--- src/rtl/zres_precond.sv ---
module zres_precond #(
  parameter int W   = 8,
  parameter int MOD = 3
) (
  input  logic         clk,
  input  logic         rst_n,
  input  logic [1:0]   mode,
  input  logic [W-1:0] din,
  output logic [W-1:0] dout,
  output logic         dmod
);
  localparam logic [1:0]   MODE_LSB = 2'b00;
  localparam logic [1:0]   MODE_ALT = 2'b01;
  localparam logic [W-1:0] SMAX     = {1'b0, {(W-1){1'b1}}};
  localparam logic [W-1:0] SMIN     = {1'b1, {(W-1){1'b0}}};

  logic              alt_neg;
  logic signed [31:0] x_wide;
  logic              zero_res;
  logic              want_up, use_up;
  logic [W-1:0]      flipped, stepped, nxt;

  assign x_wide   = 32'($signed(din));
  assign zero_res = (x_wide % MOD) == 0;

  assign want_up  = (mode == MODE_ALT) ? !alt_neg : 1'b1;
  assign use_up   = want_up ? (din != SMAX) : (din == SMIN);
  assign stepped  = use_up ? din + 1'b1 : din - 1'b1;
  assign flipped  = {din[W-1:1], ~din[0]};

  assign nxt = !zero_res          ? din     :
               (mode == MODE_LSB) ? flipped : stepped;

  always_ff @(posedge clk or negedge rst_n) begin
    if (!rst_n) begin
      dout    <= '0;
      dmod    <= 1'b0;
      alt_neg <= 1'b0;
    end else begin
      dout <= nxt;
      dmod <= zero_res;
      if (zero_res && mode == MODE_ALT) alt_neg <= !alt_neg;
    end
  end
endmodule


--- config.mk ---
export PLATFORM = sky130hd
export DESIGN_NAME = zres_precond
export DESIGN_NICKNAME = d
export VERILOG_FILES = /design/src/rtl/zres_precond.sv
export SDC_FILE = /design/constraint.sdc
export NUM_CORES = 1
export LEC_CHECK = 0
export BUFFER_PORTS_ARGS = -buffer_cell sky130_fd_sc_hd__buf_2
export CAP_MARGIN = 20
export CORE_AREA = 2 2 85 87
export CTS_CLUSTER_DIAMETER = 60
export CTS_CLUSTER_SIZE = 30
export DETAILED_ROUTE_END_ITERATION = 16
export DIE_AREA = 0 0 87 89
export GPL_TIMING_DRIVEN = 0
export PLACE_DENSITY = 0.44
export SKIP_LAST_GASP = 1
export SLEW_MARGIN = 15
export SYNTH_ARGS = -nofsm -noshare
export SYNTH_HDL_FRONTEND = slang
export SYNTH_SLANG_ARGS = --single-unit
--- constraint.sdc ---
create_clock -name clk -period 4.9 [get_ports clk]
set_input_delay 0.49 -clock clk [delete_from_list [all_inputs] [get_ports clk]]
set_output_delay 0.49 -clock clk [all_outputs]
set_load 0.02 [all_outputs]
### After elaboration in Yosys (flattened, before gate mapping)

Cells that the tools add are included.
W data, S select, Z words.

* add/sub/neg operators: 2
* div/mod/pow operators: 1
* eq/ne operators: 3
* muxes and demuxes: 5
* bitwise operators: 1
* reduce and logical (&&, ||, !) cells: 4

Operators with widths (number)
* $logic_not A32 Y1: 1
* $mod A32 B3 Y32 const B: 1
* $mux W8: 3
* $add A8 B1 Y8 const B: 1
* $eq A8 B8 Y1 const B: 1
* $ne A8 B7 Y1 const B: 1
* $sub A8 B1 Y8 const B: 1
* $eq A2 B1 Y1 const B: 1
* $logic_not A2 Y1: 1
* $mux W1: 2
* $logic_and A1 B1 Y1: 1
* $logic_not A1 Y1: 1
* $not A1 Y1: 1

* register bits: 10
* input bits: 12
* output and inout port bits: 9
* word-level logic and storage cells: 19

### Depth between registers and ports, before layout

* depth after elaboration: 6
* gate-level depth with buffers: 30

### Least setup slack after synthesis

No wires, ideal clock.

* kind: input -> register
* from: in din[0]
* to: reg dout[2]
* setup time: 0.125 ns
* data arrival time: 6.404 ns
* slack: -1.629 ns
* stages: 29
* path buffers: 3
* path through: clkbuf_1 clkinv_1 ha_1 buf_2 a21oi_1 a2bb2oi_1 mux2_2 a22o_2 nor2_8 inv_4 ha_1 a211oi_4 nand2_1 nor2_1 a21o_1 ha_1 clkbuf_1 inv_1 o2111ai_1 o41a_1 a211oi_2 o21bai_1 ha_1 nor2_1 nand2_1 mux2_4 a211oi_4 nand4b_4 mux2_4

* cells in the longest elaborated chain, start to end: 5
* elaborated cells on any way between the ends: 10
* those cells by class: 2 x add/sub; 1 x div; 2 x eq/ne; 4 x mux; 1 x reduce/logical

Ends and longest elaborated chain
* start: declaration: RTL line 8 `input logic [W-1:0] din,`
* branches (longest 4 deep; another with $mod A32 B3 Y32)
* $mux W8 (*): RTL line 31 `assign nxt = !zero_res ? din :`
* named net nxt[2]: RTL line 21 `logic [W-1:0] flipped, stepped, nxt;`
* end signal: assignment: RTL line 40 `dout <= nxt;`
* end: declaration: RTL line 9 `output logic [W-1:0] dout,`

Mark *: on every way through the listed nets, which the timed path passes.
A chain may end at the register's enable or synchronous reset.

### Worst setup path in the final report

* from: in din[0]
* to: reg dout[3]

The elaborated chain is that of the path after synthesis.

==> flow_summary.json <==
{
  "status": "finished, violations left",
  "violations": "negative setup slack",
  "critPathKind": "input port to flop",
  "finalHoldViolations": 0,
  "grt_max_degree": 11,
  "finalCritPeriodShare_pct": 112.8,
  "synth_warnings": 0,
  "cp.arrival_ns": 5.64,
  "powerDensity_mw_per_mm2": 285.0,
  "crit_slowest_cell": "mux2_2",
  "die_h_um": 89,
  "core_area_sq_mm": 0.006719,
  "yosysUniqueCellTypes": 71,
  "synthFlopType": "dfrtp_1",
  "crit_required_ns": 5.01,
  "leakage_nw": 1.187,
  "avgSynthCellArea_sq_um": 7.978,
  "ir_drop_mv": 0.08689,
  "drtPass1Iterations": 4,
  "clock_sinks": 10,
  "cpMostUsedCell": "buf_4",
  "die_w_um": 87,
  "cts_tree": "done",
  "grt_pass1_vias": 1986,
  "tns_ns": -5.286,
  "post-route-min-period_ns": 5.525,
  "ys_top_cells_by_count": "nor2_1, nand2_1, xnor2_1",
  "fin_skew_ns": 0.0001666,
  "post-place-ws_ns": -1.605,
  "insertion_delay_ns": 0.23,
  "worstSetupEndpointType": "flop",
  "vias": 2072,
  "syn_nets": 271,
  "io_buffer_count": 20,
  "synth.top_cell.area_share_pct": 12.70,
  "grt_antenna_before_repair": 0,
  "wl_met1_um": 2750,
  "pin_count": 21,
  "num_antenna_cells": 0,
  "dr.first_iter.drc_count": 137,
  "met3_length_um": 232,
  "wl_per_cell_um": 15.55,
  "regToRegSetupSlack_ns": 1.89,
  "vias_per_cell": 5.410,
  "rsz0062_at_grt": "yes",
  "max_stage_delay_ns": 0.39,
  "critical-path-top-delay-family": "buffers and inverters",
  "slew_headroom_pct": 56.48,
  "drv_cap": 0,
  "gp_congestion": 0.8131,
  "wirelength_um": 5955,
  "numCtsBuffers": 3,
  "start_util_pct": 29.33,
  "drive_above_1_share_pct": 38.28,
  "synth-edff-count": 0,
  "synth_cells": 247,
  "drv_slew": 0,
  "drtAntennaViolNets": 0,
  "setup_viol": 10,
  "yosysMostFrequentCell": "nor2_1",
  "async_flop_share_pct": 100.0,
  "fmax_ghz": 0.1810,
  "syn_to_final_growth_pct": 39.94,
  "layout_setup_ws_ns": -0.6252,
  "tightest_slew_ns": 0.6528,
  "htree_levels": 1,
  "grt_first_pass_wirelength_um": 9756,
  "postCtsHoldBufs": 0,
  "yosys.area.top_type": "dfrtp_1",
  "num-nets-final": 328,
  "yosys-top-cells-area": "dfrtp_1, ha_1, xnor2_1, nor2_1, mux2_4",
  "clockBufferDepth": 2,
  "path_max_fanout": 6,
  "hold_path_class": "input port to asynchronous set/reset pin",
  "clkTransAtPathRegs_ns": 0.05,
  "drc": 0,
  "top_layer": "met4",
  "ys_seq_elements": 10,
  "critical_path.n_buffers_inverters": 14,
  "dieArea_sq_mm": 0.007743,
  "row_count": 30,
  "clock-root-buffer": "clkbuf_8",
  "p_total_mw": 0.7858,
  "ys_seq_area_share_pct": 12.70,
  "cp-start-kind": "input port",
  "hpwlAfterDp_um": 4308,
  "wl_met2_um": 2942,
  "grt_use_total_pct": 15.48,
  "syn_area_sq_mm": 0.001971,
  "grt_overflow_total": 0
}
[flip-flops by register name, indices dropped and copies added, names as in the netlist]
register	cells
dout	8
alt_neg	1
dmod	1
[logic make-up after synthesis]
family	synth area share [%]
buf+inv	5.460
mux	7.555
xor+xnor	10.41
fa+ha+maj	8.000
compound gates	32.13
flops	12.70
simple gates	23.75
[per-stage QoR]
step	instances	hold slack [ns]	instance area (sq um)	utilization [%]
6_report	383	0.1081	2758	41.04
2_1_floorplan	247	0.1944	2097	-
3_5_place_dp	347	0.3582	2297	34.19
4_1_cts	380	0.1105	2676	39.83
3_3_place_gp	347	0.3576	2297	34.19
5_1_grt	383	0.1069	2758	41.04
[cell usage in the layout, fill, tap and decap left out, types with 7 or more instances in the layout]
cell       n
a21oi_1   10
buf_2     20
buf_4     35
dfrtp_1   10
ha_1       8
inv_1      7
nand2_1   13
nand2b_1   7
nor2_1    26
nor3_1     7
o21ai_0   10
xnor2_1   12
[layout make-up]
cell class,instances,area (sq um)
Buffer,13,86.33
Inverter,11,68.82
Multi-Input combinational cell,212,1832
Tap cell,80,100.1
Clock buffer,4,55.05
Fill cell,677,3961
Timing Repair Buffer,53,365.4
Sequential cell,10,250.2
[report_power, final]
group	internal, mW	switching [mW]
clock network	0.0703	0.0290
logic	0.273	0.312
registers	0.0955	0.00648
[worst paths after layout]
kind | cells after the start | endpoint | from
worst max register to register | 13 | dout[7]$_DFF_PN0_ | alt_neg$_DFFE_PN0P_
max in group asynchronous | 1 | dout[0]$_DFF_PN0_ | rst_n
worst max-delay path | 30 | dout[3]$_DFF_PN0_ | din[0]
min in group clk | 1 | alt_neg$_DFFE_PN0P_ | alt_neg$_DFFE_PN0P_
worst min-delay path | 1 | dout[4]$_DFF_PN0_ | rst_n
worst min register to register | 1 | alt_neg$_DFFE_PN0P_ | alt_neg$_DFFE_PN0P_
[per-layer routing]
| layer | vias to the layer above | GRT usage [%] |
|---|---|---|
| met5 | - | 0 |
| met4 | 0 | 3.267 |
| met3 | 4 | 0.4617 |
| met2 | 63 | 27.34 |
| met1 | 960 | 21.09 |
| li1 | 1045 | - |
[timing repair]
| item | CTS | global route |
|---|---|---|
| gates resized for setup | 24 | 14 |
| pin swaps | 18 | 7 |
| buffers inserted | 29 | 4 |
| setup endpoints to repair | 10 | 10 |
Power figures use the tool's default switching activity.
